`config.mk`:
```
export PLATFORM = sky130hd
export DESIGN_NAME = wsburst_rd
export DESIGN_NICKNAME = d
export VERILOG_FILES = /design/src/rtl/wsburst_rd.sv
export SDC_FILE = /design/constraint.sdc
export NUM_CORES = 1
export LEC_CHECK = 0
export ABC_AREA = 1
export CAP_MARGIN = 20
export CORE_UTILIZATION = 45
export DETAILED_ROUTE_END_ITERATION = 6
export PLACE_DENSITY_LB_ADDON = 0.12
export SETUP_SLACK_MARGIN = 0.05
export SYNTH_ARGS = -nofsm -noshare
export SYNTH_HDL_FRONTEND = slang
export SYNTH_SLANG_ARGS = --single-unit
```
`constraint.sdc`:
```
create_clock -name clk -period 7.35 [get_ports clk]
set_input_delay 1.1025 -clock clk [delete_from_list [all_inputs] [get_ports clk]]
set_output_delay 1.1025 -clock clk [all_outputs]
set_load 0.02 [all_outputs]
```
`src/rtl/wsburst_rd.sv`:
```
module wsburst_rd #(
  parameter int AW = 16,
  parameter int DW = 16,
  parameter int CFG_LSB = 12,
  parameter int RGN_BITS = 6,
  parameter int PREFETCH = 4,
  parameter int GAP = 2,
  parameter logic [2:0] RST_CODE = 3'd5,
  parameter logic [DW-1:0] MIX_MUL = 16'd40503,
  parameter logic [DW-1:0] MIX_XOR = 16'hA5C3
) (
  input  logic          clk,
  input  logic          rst_n,
  input  logic          ce_n,
  input  logic          avd,
  input  logic [AW-1:0] addr,
  input  logic [1:0]    mode,
  input  logic          cfg_we,
  output logic          rdy,
  output logic          dvalid,
  output logic [DW-1:0] dout
);
  localparam int RGN = 1 << RGN_BITS;
  localparam int CW  = 4;
  localparam int LW  = 6;

  logic [2:0]    code;
  logic          act, cont, stl, paid;
  logic [CW-1:0] cnt;
  logic [AW-1:0] ptr;
  logic [LW-1:0] left;
  logic [LW-1:0] blen;

  wire [2:0] wcode   = addr[CFG_LSB+2:CFG_LSB];
  wire       cfg_ok  = cfg_we & ~act & (wcode <= 3'd5);
  wire       near_end = (mode == 2'd0) &&
                        (addr[RGN_BITS-1:0] >= RGN_BITS'(RGN - PREFETCH));
  wire [CW-1:0] lat  = CW'(code) + CW'(2) + CW'(addr[0]) +
                       (near_end ? CW'(GAP) : CW'(0));
  wire          at_edge = &ptr[RGN_BITS-1:0];
  wire [RGN_BITS-1:0] nxt_lo = ptr[RGN_BITS-1:0] + RGN_BITS'(1);

  always_comb begin
    case (mode)
      2'd1:    blen = LW'(8);
      2'd2:    blen = LW'(16);
      2'd3:    blen = LW'(32);
      default: blen = LW'(0);
    endcase
  end

  assign dvalid = act & (cnt == '0);
  assign rdy    = dvalid | (act & (cnt == CW'(1)) & ~stl & (code != 3'd0));
  assign dout   = dvalid ? (DW'(DW'(ptr) * MIX_MUL) ^ MIX_XOR) : '0;

  always_ff @(posedge clk or negedge rst_n) begin
    if (!rst_n) begin
      code <= RST_CODE;
      act  <= 1'b0;
      cont <= 1'b0;
      stl  <= 1'b0;
      paid <= 1'b0;
      cnt  <= '0;
      ptr  <= '0;
      left <= '0;
    end else begin
      if (cfg_ok) code <= wcode;
      if (ce_n) begin
        act <= 1'b0;
      end else if (avd) begin
        act  <= 1'b1;
        cont <= (mode == 2'd0);
        ptr  <= addr;
        cnt  <= lat - CW'(1);
        left <= blen;
        stl  <= 1'b0;
        paid <= near_end;
      end else if (act) begin
        if (cnt != '0) begin
          cnt <= cnt - CW'(1);
          if (cnt == CW'(1)) stl <= 1'b0;
        end else begin
          left <= left - LW'(1);
          if (cont) begin
            ptr <= ptr + AW'(1);
            if (at_edge) begin
              if (paid) paid <= 1'b0;
              else begin
                cnt <= CW'(GAP);
                stl <= 1'b1;
              end
            end
          end else begin
            ptr <= {ptr[AW-1:RGN_BITS], nxt_lo};
            if (left == LW'(1)) act <= 1'b0;
          end
        end
      end
    end
  end
endmodule

```
# Word level (Yosys, flattened, before mapping)
# Cells that the tools add are included.
[op_classes]
n_bitwise = 11
magnitude_cmp = 2
reduce_logical = 17
n_addsub = 8
n_mux = 34
n_eq_ne = 8
mul = 1
[op_table]
columns = ["operator", "count"]
rows = [
  ["2-to-1 mux 16 bit", 5],
  ["2-to-1 mux 4 bit", 6],
  ["2-to-1 mux 1 bit", 18],
  ["2-to-1 mux 6 bit", 3],
  ["one-hot mux 6 bit (3 select lines)", 1],
  ["adder 16 x 1 -> 16 bit, second input constant", 1],
  ["multiplier 16 x 16 -> 16 bit, second input constant", 1],
  ["AND reduction 6 bit", 2],
  ["AND reduction 5 bit", 2],
  ["nonzero test 3 bit", 3],
  ["NOT 8 bit", 1],
  ["subtractor 4 x 1 -> 4 bit, second input constant", 2],
  ["adder 6 x 1 -> 6 bit, second input constant", 1],
  ["AND 1 bit", 6],
  ["== test 6 x 1 -> 1 bit, second input constant", 1],
  [">= comparator 6 bit, second input constant", 1],
  ["nonzero test 2 bit", 3],
  ["subtractor 6 x 1 -> 6 bit, second input constant", 1],
  ["adder 3 x 2 -> 4 bit, second input constant", 1],
  ["adder 4 x 1 -> 4 bit", 1],
  ["adder 4 x 2 -> 4 bit", 1],
  ["== test 2 bit, second input constant", 2],
  ["== test 4 x 1 -> 1 bit, second input constant", 1],
  ["zero test 4 bit", 1],
  ["14 further kinds", 16],
]
[totals]
wordCells = 90
output_inout_bits = 18
regBits = 33

# Logic depth before layout (Yosys ltp)
# Gate-level depths: netlist of the first run.
[logic_depth]
ltp_word = 7
mapped_depth = 21
mapped_depth_nobuf = 21

# Worst setup path after synthesis of the first run
# No wires, ideal clock.
[synth_timing]
path_type = "reg-to-output"
from = "register ptr[8]"
to = "output dout[14]"
n_path_buf = 0
arrival_ns = 4.642
required_ns = 6.247
path_slack_ns = 1.605
path_stages_with_launch = 18
path_cell_list = "dfrtp_1 > ha_1 > fa_1 > inv_1 > fa_1 > inv_1 > fa_1 > fa_1 > inv_1 > fa_1 > inv_1 > ha_1 > inv_1 > nor3_1 > nand3_1 > nand3_1 > o21ai_0 > a21oi_1"
[synth_via]
elab_chain_len = 2
[synth_rtl]
columns = ["element", "line", "text"]
rows = [
  ["start, declared", "30", "logic [AW-1:0] ptr;"],
  ["start signal, assigned", "73", "ptr <= addr;"],
  ["start signal, assigned", "85", "ptr <= ptr + AW'(1);"],
  ["start signal, assigned", "94", "ptr <= {ptr[AW-1:RGN_BITS], nxt_lo};"],
  ["multiplier 16 x 16 -> 16 bit", "54", "assign dout = dvalid ? (DW'(DW'(ptr) * MIX_MUL) ^ MIX_XOR) : '0;"],
  ["2-to-1 mux 16 bit", "54", ""],
  ["end, declared", "21", "output logic [DW-1:0] dout"],
]
# Every way passes these cells.

# Worst setup path in the final report of the first run
[layout_timing]
from = "register ptr[0]"
to = "output dout[14]"
# Same word-level chain as after synthesis.

==> results of run 1 <==
[cells in the final DEF, fill, tap and decap left out, types with 2 or more instances in the layout]
cell type and instances:
sky130_fd_sc_hd__clkdlybuf4s50_1 40, sky130_fd_sc_hd__xor2_1 16, sky130_fd_sc_hd__clkinv_2 2, sky130_fd_sc_hd__a22o_1 2, sky130_fd_sc_hd__inv_2 5, sky130_fd_sc_hd__a32oi_1 3, sky130_fd_sc_hd__fa_1 42, sky130_fd_sc_hd__o31ai_1 3
sky130_fd_sc_hd__dfrtp_1 31, sky130_fd_sc_hd__a21oi_2 2, sky130_fd_sc_hd__o21ai_1 4, sky130_fd_sc_hd__nand3_1 29, sky130_fd_sc_hd__nand2_1 97, sky130_fd_sc_hd__o21ai_0 33, sky130_fd_sc_hd__o22ai_1 6, sky130_fd_sc_hd__nor2_1 37
sky130_fd_sc_hd__o211ai_1 3, sky130_fd_sc_hd__a21o_1 4, sky130_fd_sc_hd__o41ai_1 2, sky130_fd_sc_hd__clkbuf_8 5, sky130_fd_sc_hd__xnor2_1 8, sky130_fd_sc_hd__a22oi_1 4, sky130_fd_sc_hd__a21oi_1 29, sky130_fd_sc_hd__dfstp_2 2
sky130_fd_sc_hd__a31oi_1 9, sky130_fd_sc_hd__nand3b_1 2, sky130_fd_sc_hd__inv_1 151, sky130_fd_sc_hd__nand4_1 2, sky130_fd_sc_hd__nor3_1 12, sky130_fd_sc_hd__ha_1 67
[per-layer routing]
| layer | wire length (um) | global-route usage |
|---|---|---|
| met1 | 5900 | 0.340 |
| met2 | 5140 | 0.346 |
| met3 | 419 | 0.0257 |
| met4 | 73 | 0.0388 |
| met5 | 0 | 0 |
[path summary, 6_finish.rpt]
kind | startpoint | endpoint
min in group asynchronous | rst_n | ptr[5]
setup reg to reg | ptr[0] | ptr[10]
hold / removal | code[0] | code[0]
hold reg to reg | code[0] | code[0]
setup / recovery | ptr[0] | dout[14]
max in group asynchronous | rst_n | code[0]
[worst max-delay path, stage by stage, from the launching register on]
cell and delay [ps]:
sky130_fd_sc_hd__dfrtp_1 610, sky130_fd_sc_hd__ha_1 420, sky130_fd_sc_hd__ha_1 210, sky130_fd_sc_hd__inv_1 100
sky130_fd_sc_hd__fa_1 540, sky130_fd_sc_hd__inv_1 50, sky130_fd_sc_hd__fa_1 470, sky130_fd_sc_hd__fa_1 540
sky130_fd_sc_hd__inv_1 50, sky130_fd_sc_hd__fa_1 520, sky130_fd_sc_hd__inv_1 40, sky130_fd_sc_hd__ha_1 370
sky130_fd_sc_hd__inv_1 70, sky130_fd_sc_hd__nor3_1 280, sky130_fd_sc_hd__nand3_1 120, sky130_fd_sc_hd__nand3_1 120
sky130_fd_sc_hd__o21ai_0 80, sky130_fd_sc_hd__a21oi_1 160, sky130_fd_sc_hd__clkdlybuf4s50_1 620
[synthesized netlist by cell type, types with 4 or more instances]
master                    instances  area [sq um]
sky130_fd_sc_hd__inv_1          151           567
sky130_fd_sc_hd__nand2_1         97           364
sky130_fd_sc_hd__ha_1            67           838
sky130_fd_sc_hd__fa_1            42           841
sky130_fd_sc_hd__nor2_1          37           139
sky130_fd_sc_hd__o21ai_0         33           165
sky130_fd_sc_hd__dfrtp_1         31           776
sky130_fd_sc_hd__a21oi_1         29           145
sky130_fd_sc_hd__nand3_1         29           145
sky130_fd_sc_hd__xor2_1          16           140
sky130_fd_sc_hd__nor3_1          12          60.1
sky130_fd_sc_hd__a31oi_1          9          56.3
sky130_fd_sc_hd__xnor2_1          8          70.1
sky130_fd_sc_hd__o22ai_1          6          37.5
sky130_fd_sc_hd__inv_2            5          18.8
sky130_fd_sc_hd__a21o_1           4          30.0
sky130_fd_sc_hd__a22oi_1          4          30.0
sky130_fd_sc_hd__o21ai_1          4          20.0
[cells by family (layout without fill, tap and decap cells)]
| family | count (synthesis) | in the layout | synth area share |
|---|---|---|---|
| DFF | 33 | 33 | 0.175 |
| adders and majority gates | 109 | 109 | 0.355 |
| and+or+nand+nor | 181 | 181 | 0.161 |
| buffers and inverters | 162 | 205 | 0.129 |
| xor gates and xnor gates | 24 | 24 | 0.0445 |
| AOI/OAI and AO/OA | 107 | 107 | 0.134 |
[stage by stage]
step / area [sq um] / hold slack (ps)
2_1_floorplan: 4720 / 455
3_3_place_gp: 5280 / 485
3_5_place_dp: 5280 / 483
4_1_cts: 5360 / 496
5_1_grt: 5360 / 519
6_report: 5360 / 489
[sequential cells by signal (all words and copies together), names as in the netlist]
signal  cells
code        3
act         1
cnt         4
ptr        16
cont        1
stl         1
left        6
paid        1
[area by class of cell]
class,instances,area [sq um],area share
multi-input cells,421,3280,0.612
flip-flops and latches,33,828,0.154
inverters,156,586,0.109
repair buffers,41,408,0.0761
well taps,136,170,0.0317
clock buffers,5,68.8,0.0128
clock inverters,3,17.5,0.00327
==> impl_metrics.py, run 1 <==
metrics = {
    "synth": {
        "yosys_warnings": 0,
        "syn-num-nets": 748,
        "postSynthCellCount": 616,
        "ys_seq_elements": 33,
        "async_flop_share": 1.00,
        "seq_area_frac_synth": 0.175,
        "syn_area_per_cell_sq_um": 7.67,
        "synth_cell_types": 35,
        "post_synth_instance_area_sq_um": 4720,
        "synth_edf_count": 0,
        "ys_dominant_reg_cell": "sky130_fd_sc_hd__dfrtp_1",
    },
    "floorplan": {
        "coreArea_sq_um": 10200,
        "placement_rows": 37,
        "die_boundary_height_um": 104,
        "design.die.area_sq_um": 10900,
        "pin_count": 41,
        "die_x_extent_um": 104,
        "start_util": 0.462,
    },
    "critical_path": {
        "critPathKind": "reg2out",
        "required_time_of_the_worst_setup_path_ps": 6250,
        "critical_path.max_fanout": 9,
        "ff2ff_setup_slack_ps": 5000,
        "worst_r2r_path_depth": 8,
        "critical_path.endpoint_type": "primary output",
        "arrival_ps": 5660,
        "critPathLaunchType": "flop",
    },
    "sta": {
        "timing.final.setup_violations": 0,
        "timing.max_slew.rel_slack": 0.367,
        "fmax_mhz": 148,
        "final_hold_viol_count": 0,
        "rsz0062_at_grt": "no",
        "fraction_of_the_cycle_the_final_worst_path_needs": 0.921,
        "final_max_slew_viol_count": 0,
        "worstMarginPinSlew_ps": 946,
        "finalClockSkew_ps": 7.76,
        "timing.final.crit_period_ps": 6770,
        "postLayoutSetupSlackWorst_ps": 583,
        "fin_setup_tns_ps": 0,
    },
    "min_path": {
        "count_of_cells_along_the_worst_hold_path": 2,
        "hp-class": "reg2reg",
    },
    "cts": {
        "cts_setup_buffers": 0,
        "root_buffer_cell": "sky130_fd_sc_hd__clkbuf_8",
        "htree_levels": 2,
        "total_cts_buffers": 5,
        "cts_tree": "yes",
        "cts.sinks": 33,
        "postCtsResizedCells": 0,
        "clock_insertion_delay_worst_skew_ps": 300,
        "number_of_buffers_between_clock_root_and_the_deepest_sink": 2,
        "cts_hold_buffers": 0,
        "clk_transition_reported_paths_ps": 80,
    },
    "layout": {
        "post_route_non_filler_standard_cell_count": 795,
        "finish.net_count": 790,
        "antenna_diode_count": 0,
        "drive_gt1_frac": 0.0303,
        "final_core_utilization": 0.524,
        "layout.filler_cells": 1019,
        "area.growth.synth_to_final_pct": 13.5,
    },
    "place": {
        "dpl.cell_count": 787,
        "gp_congestion": 0.921,
        "dp_hpwl_um": 9660,
        "place_worst_setup_slack_ps": 916,
        "placement.io_buffers": 40,
    },
    "job": {
        "drv_cap": 0,
    },
    "global_route": {
        "grt_use_total": 0.225,
        "grt_pass1_vias": 3857,
        "maximum_number_of_pins_on_one_net_before_global_route_repair": 34,
        "wire_length_of_the_first_global_routing_pass_um": 19400,
        "grt_antenna_before_repair": 0,
        "globalRouteOverflowTotal": 0,
    },
    "route": {
        "post_drt_wl_per_cell_um": 14.5,
        "total_vias_in_the_final_route": 4026,
        "wl_um": 11500,
        "detail_route.drc_violations": 0,
        "drtAntennaViolNets": 0,
        "viasPerCell": 5.06,
        "dr.first_iter.drc_count": 175,
        "drt_pre_antenna_iters": 5,
    },
    "status": {
        "run_status": "finished, final reports clean",
    },
}
Power of run 1 is not shown: default switching activity piles up to over one toggle a cycle in this logic, so the estimate is an artifact.
==> run 2: changes to the inputs <==
--- a/config.mk
+++ b/config.mk
@@ -5,7 +5,7 @@
 export SDC_FILE = /design/constraint.sdc
 export NUM_CORES = 1
 export LEC_CHECK = 0
-export ABC_AREA = 1
+export ABC_AREA = 0
 export CAP_MARGIN = 20
 export CORE_UTILIZATION = 45
 export DETAILED_ROUTE_END_ITERATION = 6
==> run 2 against run 1 <==
Effect of this change: fmax up 1.9%; setup slack better by 130 ps; sequential share of layout area up 0.55 points; clock-buffer cell count up 2; final cell count down 12%; core utilization up 0.57 points; register-to-register slack about the same; synthesized area down 3.8%; highest routed layer unchanged; critical path depth down 1.
==> impl_metrics.py, run 2 <==
metrics = {
    "status": {
        "run_status": "finished, final reports clean",
    },
    "cts": {
        "clk_transition_reported_paths_ps": 70,
        "postCtsResizedCells": 0,
        "htree_levels": 2,
        "cts_setup_buffers": 0,
        "cts_hold_buffers": 0,
        "number_of_buffers_between_clock_root_and_the_deepest_sink": 2,
        "cts_tree": "yes",
        "total_cts_buffers": 5,
        "clock_insertion_delay_worst_skew_ps": 280,
        "cts.sinks": 33,
        "root_buffer_cell": "sky130_fd_sc_hd__clkbuf_8",
    },
    "critical_path": {
        "critical-path-top-delay-family": "adder cells",
        "cell_type_with_the_highest_occurrence_count_on_the_critical_path": "sky130_fd_sc_hd__fa_1",
        "worst-path-buf-inv": 5,
        "critPathKind": "reg2out",
        "critPathCapture": "dout[15]",
        "worst_r2r_path_depth": 10,
        "startpoint_of_the_worst_setup_timing_path": "ptr[9]",
        "arrival_ps": 5540,
        "critPathLaunchType": "flop",
        "critical_path.max_fanout": 6,
        "required_time_of_the_worst_setup_path_ps": 6250,
        "timing.critical_path.slowest_stage_cell": "sky130_fd_sc_hd__clkdlybuf4s50_1",
        "r2r-end": "ptr[9]",
        "cp.depth": 17,
        "ff2ff_setup_slack_ps": 5000,
        "critical_path.cell_chain": "ha_1 -> inv_1 -> fa_1 -> fa_1 -> inv_1 -> fa_1 -> inv_1 -> fa_1 -> fa_1 -> inv_1 -> ha_1 -> a21o_1 -> a31o_2 -> a41oi_1 -> xnor2_1 -> nor2_1 -> clkdlybuf4s50_1",
        "worst_path_largest_cell_delay_ps": 610,
        "critical_path.endpoint_type": "primary output",
        "regToRegStartpoint": "cnt[0]",
    },
    "sta": {
        "worstMarginPinSlew_ps": 1000,
        "finalClockSkew_ps": 3.37,
        "timing.max_slew.rel_slack": 0.329,
        "fmax_mhz": 151,
        "timing.final.crit_period_ps": 6640,
        "final_hold_viol_count": 0,
        "timing.final.setup_violations": 0,
        "fin_setup_tns_ps": 0,
        "rsz0062_at_grt": "no",
        "final_max_slew_viol_count": 0,
        "fraction_of_the_cycle_the_final_worst_path_needs": 0.903,
    },
    "synth": {
        "synth_cell_types": 52,
        "ys_seq_elements": 33,
        "syn_area_per_cell_sq_um": 8.63,
        "async_flop_share": 1.00,
        "yosys.area.top_type_share": 0.185,
        "most_frequent_cells_after_synthesis": "sky130_fd_sc_hd__inv_1, sky130_fd_sc_hd__ha_1, sky130_fd_sc_hd__fa_1",
        "yosys_warnings": 0,
        "postSynthCellCount": 526,
        "seq_area_frac_synth": 0.182,
        "synth_edf_count": 0,
        "synthMostInstantiatedCell": "sky130_fd_sc_hd__inv_1",
        "post_synth_instance_area_sq_um": 4540,
        "syn-num-nets": 658,
        "synthDominantAreaCellType": "sky130_fd_sc_hd__fa_1",
        "synth.area.top_cells": "sky130_fd_sc_hd__fa_1, sky130_fd_sc_hd__ha_1, sky130_fd_sc_hd__dfrtp_1",
        "ys_dominant_reg_cell": "sky130_fd_sc_hd__dfrtp_1",
    },
    "layout": {
        "drive_gt1_frac": 0.0300,
        "antenna_diode_count": 0,
        "finish.net_count": 698,
        "layout.filler_cells": 976,
        "layout_top_registers": "ptr x16, left x6, cnt x4",
        "area.growth.synth_to_final_pct": 14.0,
        "layout.cells.most_common_list": "sky130_fd_sc_hd__inv_1, sky130_fd_sc_hd__ha_1, sky130_fd_sc_hd__fa_1",
        "flip_flop_count_of_the_largest_register_after_layout": 16,
        "most_common_cell_after_layout_fill_and_taps_aside": "sky130_fd_sc_hd__inv_1",
        "regMostFlops": "ptr",
    },
    "place": {
        "dp_hpwl_um": 8800,
        "gp_congestion": 0.940,
        "placement.io_buffers": 40,
    },
    "route": {
        "total_vias_in_the_final_route": 3676,
        "wl_um": 10800,
        "drt_pre_antenna_iters": 4,
        "viasPerCell": 5.26,
        "detail_route.drc_violations": 0,
        "drtAntennaViolNets": 0,
        "dr.first_iter.drc_count": 160,
        "post_drt_wl_per_cell_um": 15.4,
    },
    "global_route": {
        "globalRouteOverflowTotal": 0,
        "grt_pass1_vias": 3669,
        "grt_use_total": 0.228,
        "maximum_number_of_pins_on_one_net_before_global_route_repair": 34,
        "grt_antenna_before_repair": 0,
        "wire_length_of_the_first_global_routing_pass_um": 18200,
    },
    "min_path": {
        "count_of_cells_along_the_worst_hold_path": 2,
        "worstHoldStart": "paid",
        "hp-class": "reg2reg",
    },
    "floorplan": {
        "die_boundary_height_um": 102,
        "die_x_extent_um": 102,
        "pin_count": 41,
        "placement_rows": 36,
        "coreArea_sq_um": 9770,
        "design.die.area_sq_um": 10500,
        "start_util": 0.465,
    },
    "job": {
        "drv_cap": 0,
    },
}
[run 2: cell count changes in the layout (fill, tap and decap cells not counted), sizes merged, moves of 8 or more]
cell,change
nand2,-71
nor2,-8
nand3,-15
o21ai,-8
inv,-45
xnor2,+11
[run 2: worst reg2reg max path: stages (launching register included)]
cell	delay [ps]
sky130_fd_sc_hd__dfrtp_1	400
sky130_fd_sc_hd__inv_1	90
sky130_fd_sc_hd__ha_1	240
sky130_fd_sc_hd__nand4bb_1	120
sky130_fd_sc_hd__buf_4	220
sky130_fd_sc_hd__inv_1	330
sky130_fd_sc_hd__and2_1	230
sky130_fd_sc_hd__nand2_1	160
sky130_fd_sc_hd__nor2_1	160
sky130_fd_sc_hd__mux2i_1	190
sky130_fd_sc_hd__o21ai_0	80
[run 2: routing by layer]
layer	track usage	share of wire	wire, um	vias up
li1	-	-	-	1826
met4	0.0802	0.026	276	0
met2	0.394	0.49	5320	83
met3	0.0171	0.027	295	18
met5	0	0	0	-
met1	0.299	0.45	4880	1749
[run 2: worst min-delay path by stage]
stage,end,slack (ps)
2_1_floorplan,paid,460
3_3_place_gp,paid,490
3_5_place_dp,paid,480
4_1_cts,paid,500
5_1_grt,paid,560
6_report,paid,500
[run 2: stage by stage]
stage	cell area, sq um	setup slack [ps]	hold slack (ps)	instances	utilization
global route	5180	408	558	699	0.530
floorplan	4540	1600	458	526	-
detailed placement	5090	1010	485	692	0.521
finish	5180	712	499	699	0.530
global placement	5090	1110	493	692	0.521
CTS	5180	686	502	699	0.530
[run 2: layout make-up]
| type | count | area [sq um] | area share |
|---|---|---|---|
| multi-input combinational | 369 | 3240 | 0.626 |
| sequential | 33 | 828 | 0.160 |
| timing repair buffer | 45 | 438 | 0.0846 |
| inverter | 112 | 420 | 0.0812 |
| tap | 133 | 166 | 0.0321 |
| clock buffer | 7 | 86.3 | 0.0167 |
[run 2: cells by family (layout without fill, tap and decap cells)]
logic type                 count (synthesis)  count (layout)  synth area share
buffers and inverters                    124             164             0.104
and+or+nand+nor                          114             114             0.121
AOI/OAI and AO/OA                        110             110             0.148
adders and majority gates                109             109             0.370
DFF                                       33              33             0.182
xor gates and xnor gates                  29              29            0.0590
muxes                                      7               7            0.0157
Power of run 2 is left out for the same reason.
==> run 3: changes to the inputs <==
--- a/config.mk
+++ b/config.mk
@@ -8,7 +8,9 @@
 export ABC_AREA = 0
 export CAP_MARGIN = 20
 export CORE_UTILIZATION = 45
+export CTS_CLUSTER_DIAMETER = 100
 export DETAILED_ROUTE_END_ITERATION = 6
+export MAX_ROUTING_LAYER = met4
 export PLACE_DENSITY_LB_ADDON = 0.12
 export SETUP_SLACK_MARGIN = 0.05
 export SYNTH_ARGS = -nofsm -noshare
==> run 3 against run 2 <==
Effect of this change: sequential cell count unchanged; sequential share of layout area barely moved; die area is the same; largest cell class unchanged.
==> impl_metrics.py, run 3 (same netlist as run 2, synthesis figures left out) <==
metrics = {
    "cts": {
        "postCtsResizedCells": 0,
        "root_buffer_cell": "sky130_fd_sc_hd__clkbuf_8",
        "cts_hold_buffers": 0,
        "htree_levels": 2,
        "clk_transition_reported_paths_ps": 60,
        "number_of_buffers_between_clock_root_and_the_deepest_sink": 2,
        "clock_insertion_delay_worst_skew_ps": 290,
        "cts_tree": "yes",
        "cts.sinks": 33,
        "total_cts_buffers": 5,
        "cts_setup_buffers": 0,
    },
    "critical_path": {
        "worst_path_largest_cell_delay_ps": 610,
        "critical-path-top-delay-family": "adder cells",
        "cell_type_with_the_highest_occurrence_count_on_the_critical_path": "sky130_fd_sc_hd__fa_1",
        "critical_path.endpoint_type": "primary output",
        "regToRegStartpoint": "cnt[0]",
        "critPathKind": "reg2out",
        "required_time_of_the_worst_setup_path_ps": 6250,
        "worst-path-buf-inv": 5,
        "critical_path.max_fanout": 6,
        "critical_path.cell_chain": "ha_1 -> inv_1 -> fa_1 -> fa_1 -> inv_1 -> fa_1 -> inv_1 -> fa_1 -> fa_1 -> inv_1 -> ha_1 -> a21o_1 -> a31o_2 -> a41oi_1 -> xnor2_1 -> nor2_1 -> clkdlybuf4s50_1",
        "startpoint_of_the_worst_setup_timing_path": "ptr[9]",
        "timing.critical_path.slowest_stage_cell": "sky130_fd_sc_hd__clkdlybuf4s50_1",
        "arrival_ps": 5560,
        "critPathLaunchType": "flop",
    },
    "floorplan": {
        "placement_rows": 36,
        "die_x_extent_um": 102,
        "pin_count": 41,
        "die_boundary_height_um": 102,
        "design.die.area_sq_um": 10500,
        "start_util": 0.465,
        "coreArea_sq_um": 9770,
    },
    "job": {
        "drv_cap": 0,
    },
    "route": {
        "post_drt_wl_per_cell_um": 16.2,
        "wl_um": 11300,
        "drt_pre_antenna_iters": 4,
        "detail_route.drc_violations": 0,
        "drtAntennaViolNets": 0,
        "dr.first_iter.drc_count": 151,
        "total_vias_in_the_final_route": 3692,
        "viasPerCell": 5.27,
    },
    "layout": {
        "finish.net_count": 698,
        "antenna_diode_count": 0,
        "drive_gt1_frac": 0.0282,
        "post_route_non_filler_standard_cell_count": 700,
        "layout.area.seq_sq_um": 828,
        "layout.cells.most_common_list": "sky130_fd_sc_hd__inv_1, sky130_fd_sc_hd__ha_1, sky130_fd_sc_hd__fa_1",
        "area.growth.synth_to_final_pct": 13.9,
        "regMostFlops": "ptr",
        "flip_flop_count_of_the_largest_register_after_layout": 16,
        "multiInputGateArea_sq_um": 3240,
        "layout.filler_cells": 957,
        "most_common_cell_after_layout_fill_and_taps_aside": "sky130_fd_sc_hd__inv_1",
        "layout_top_registers": "ptr x16, left x6, cnt x4",
    },
    "sta": {
        "fin_setup_tns_ps": 0,
        "hold_slack_ps": 516,
        "rsz0062_at_grt": "no",
        "timing.max_slew.rel_slack": 0.321,
        "finalClockSkew_ps": 6.47,
        "timing.final.setup_violations": 0,
        "fmax_mhz": 150,
        "fraction_of_the_cycle_the_final_worst_path_needs": 0.906,
        "final_hold_viol_count": 0,
        "worstMarginPinSlew_ps": 1020,
        "timing.final.crit_period_ps": 6660,
        "final_max_slew_viol_count": 0,
    },
    "global_route": {
        "maximum_number_of_pins_on_one_net_before_global_route_repair": 34,
        "grt_pass1_vias": 3764,
        "wire_length_of_the_first_global_routing_pass_um": 18400,
        "grt_antenna_before_repair": 0,
        "grt_use_total": 0.239,
        "globalRouteOverflowTotal": 0,
    },
    "place": {
        "dp_hpwl_um": 9050,
        "dpl.cell_count": 692,
        "gp_congestion": 0.962,
        "placement.io_buffers": 40,
    },
    "min_path": {
        "worstHoldStart": "paid",
        "hp-class": "reg2reg",
    },
    "status": {
        "run_status": "finished, final reports clean",
    },
}
==> run 3: cell type report <==
class	instances	area share
well taps	133	0.0322
flip-flops and latches	33	0.160
inverters	112	0.0813
multi-input cells	369	0.626
clock buffers	8	0.0155
repair buffers	45	0.0847
==> run 3: metal layers <==
metal	vias up	global-route usage	routed length (um)
met5	-	-	0
met4	0	0.0791	283
met3	17	0.0157	313
met2	77	0.417	5650
met1	1770	0.294	5060
li1	1828	-	-
==> run 3: final timing paths <==
path | cells after the start | to | slack [ps]
setup / recovery | 17 | dout[15] | 690
hold / removal | 2 | paid | 520
setup reg to reg | 10 | ptr[9] | 4950
hold reg to reg | 2 | paid | 520
max in group asynchronous | 2 | code[2] | 5780
min in group asynchronous | 2 | ptr[11] | 1230
==> run 3: worst reg2reg max path, stage by stage (launching register included) <==
cell                        delay, ps
sky130_fd_sc_hd__dfrtp_1          420
sky130_fd_sc_hd__inv_1             90
sky130_fd_sc_hd__ha_1             230
sky130_fd_sc_hd__nand4bb_1        110
sky130_fd_sc_hd__buf_4            230
sky130_fd_sc_hd__inv_1            320
sky130_fd_sc_hd__and2_1           240
sky130_fd_sc_hd__nand2_1          170
sky130_fd_sc_hd__nor2_1           170
sky130_fd_sc_hd__mux2i_1          200
sky130_fd_sc_hd__o21ai_0           80
==> run 3: metrics by stage <==
stage	cell area (sq um)	setup WS (ps)	util
2_1_floorplan	4540	1600	-
3_3_place_gp	5090	1110	0.521
3_5_place_dp	5090	981	0.521
4_1_cts	5170	672	0.529
5_1_grt	5170	430	0.529
6_report	5170	690	0.529
Power of run 3 is left out for the same reason.
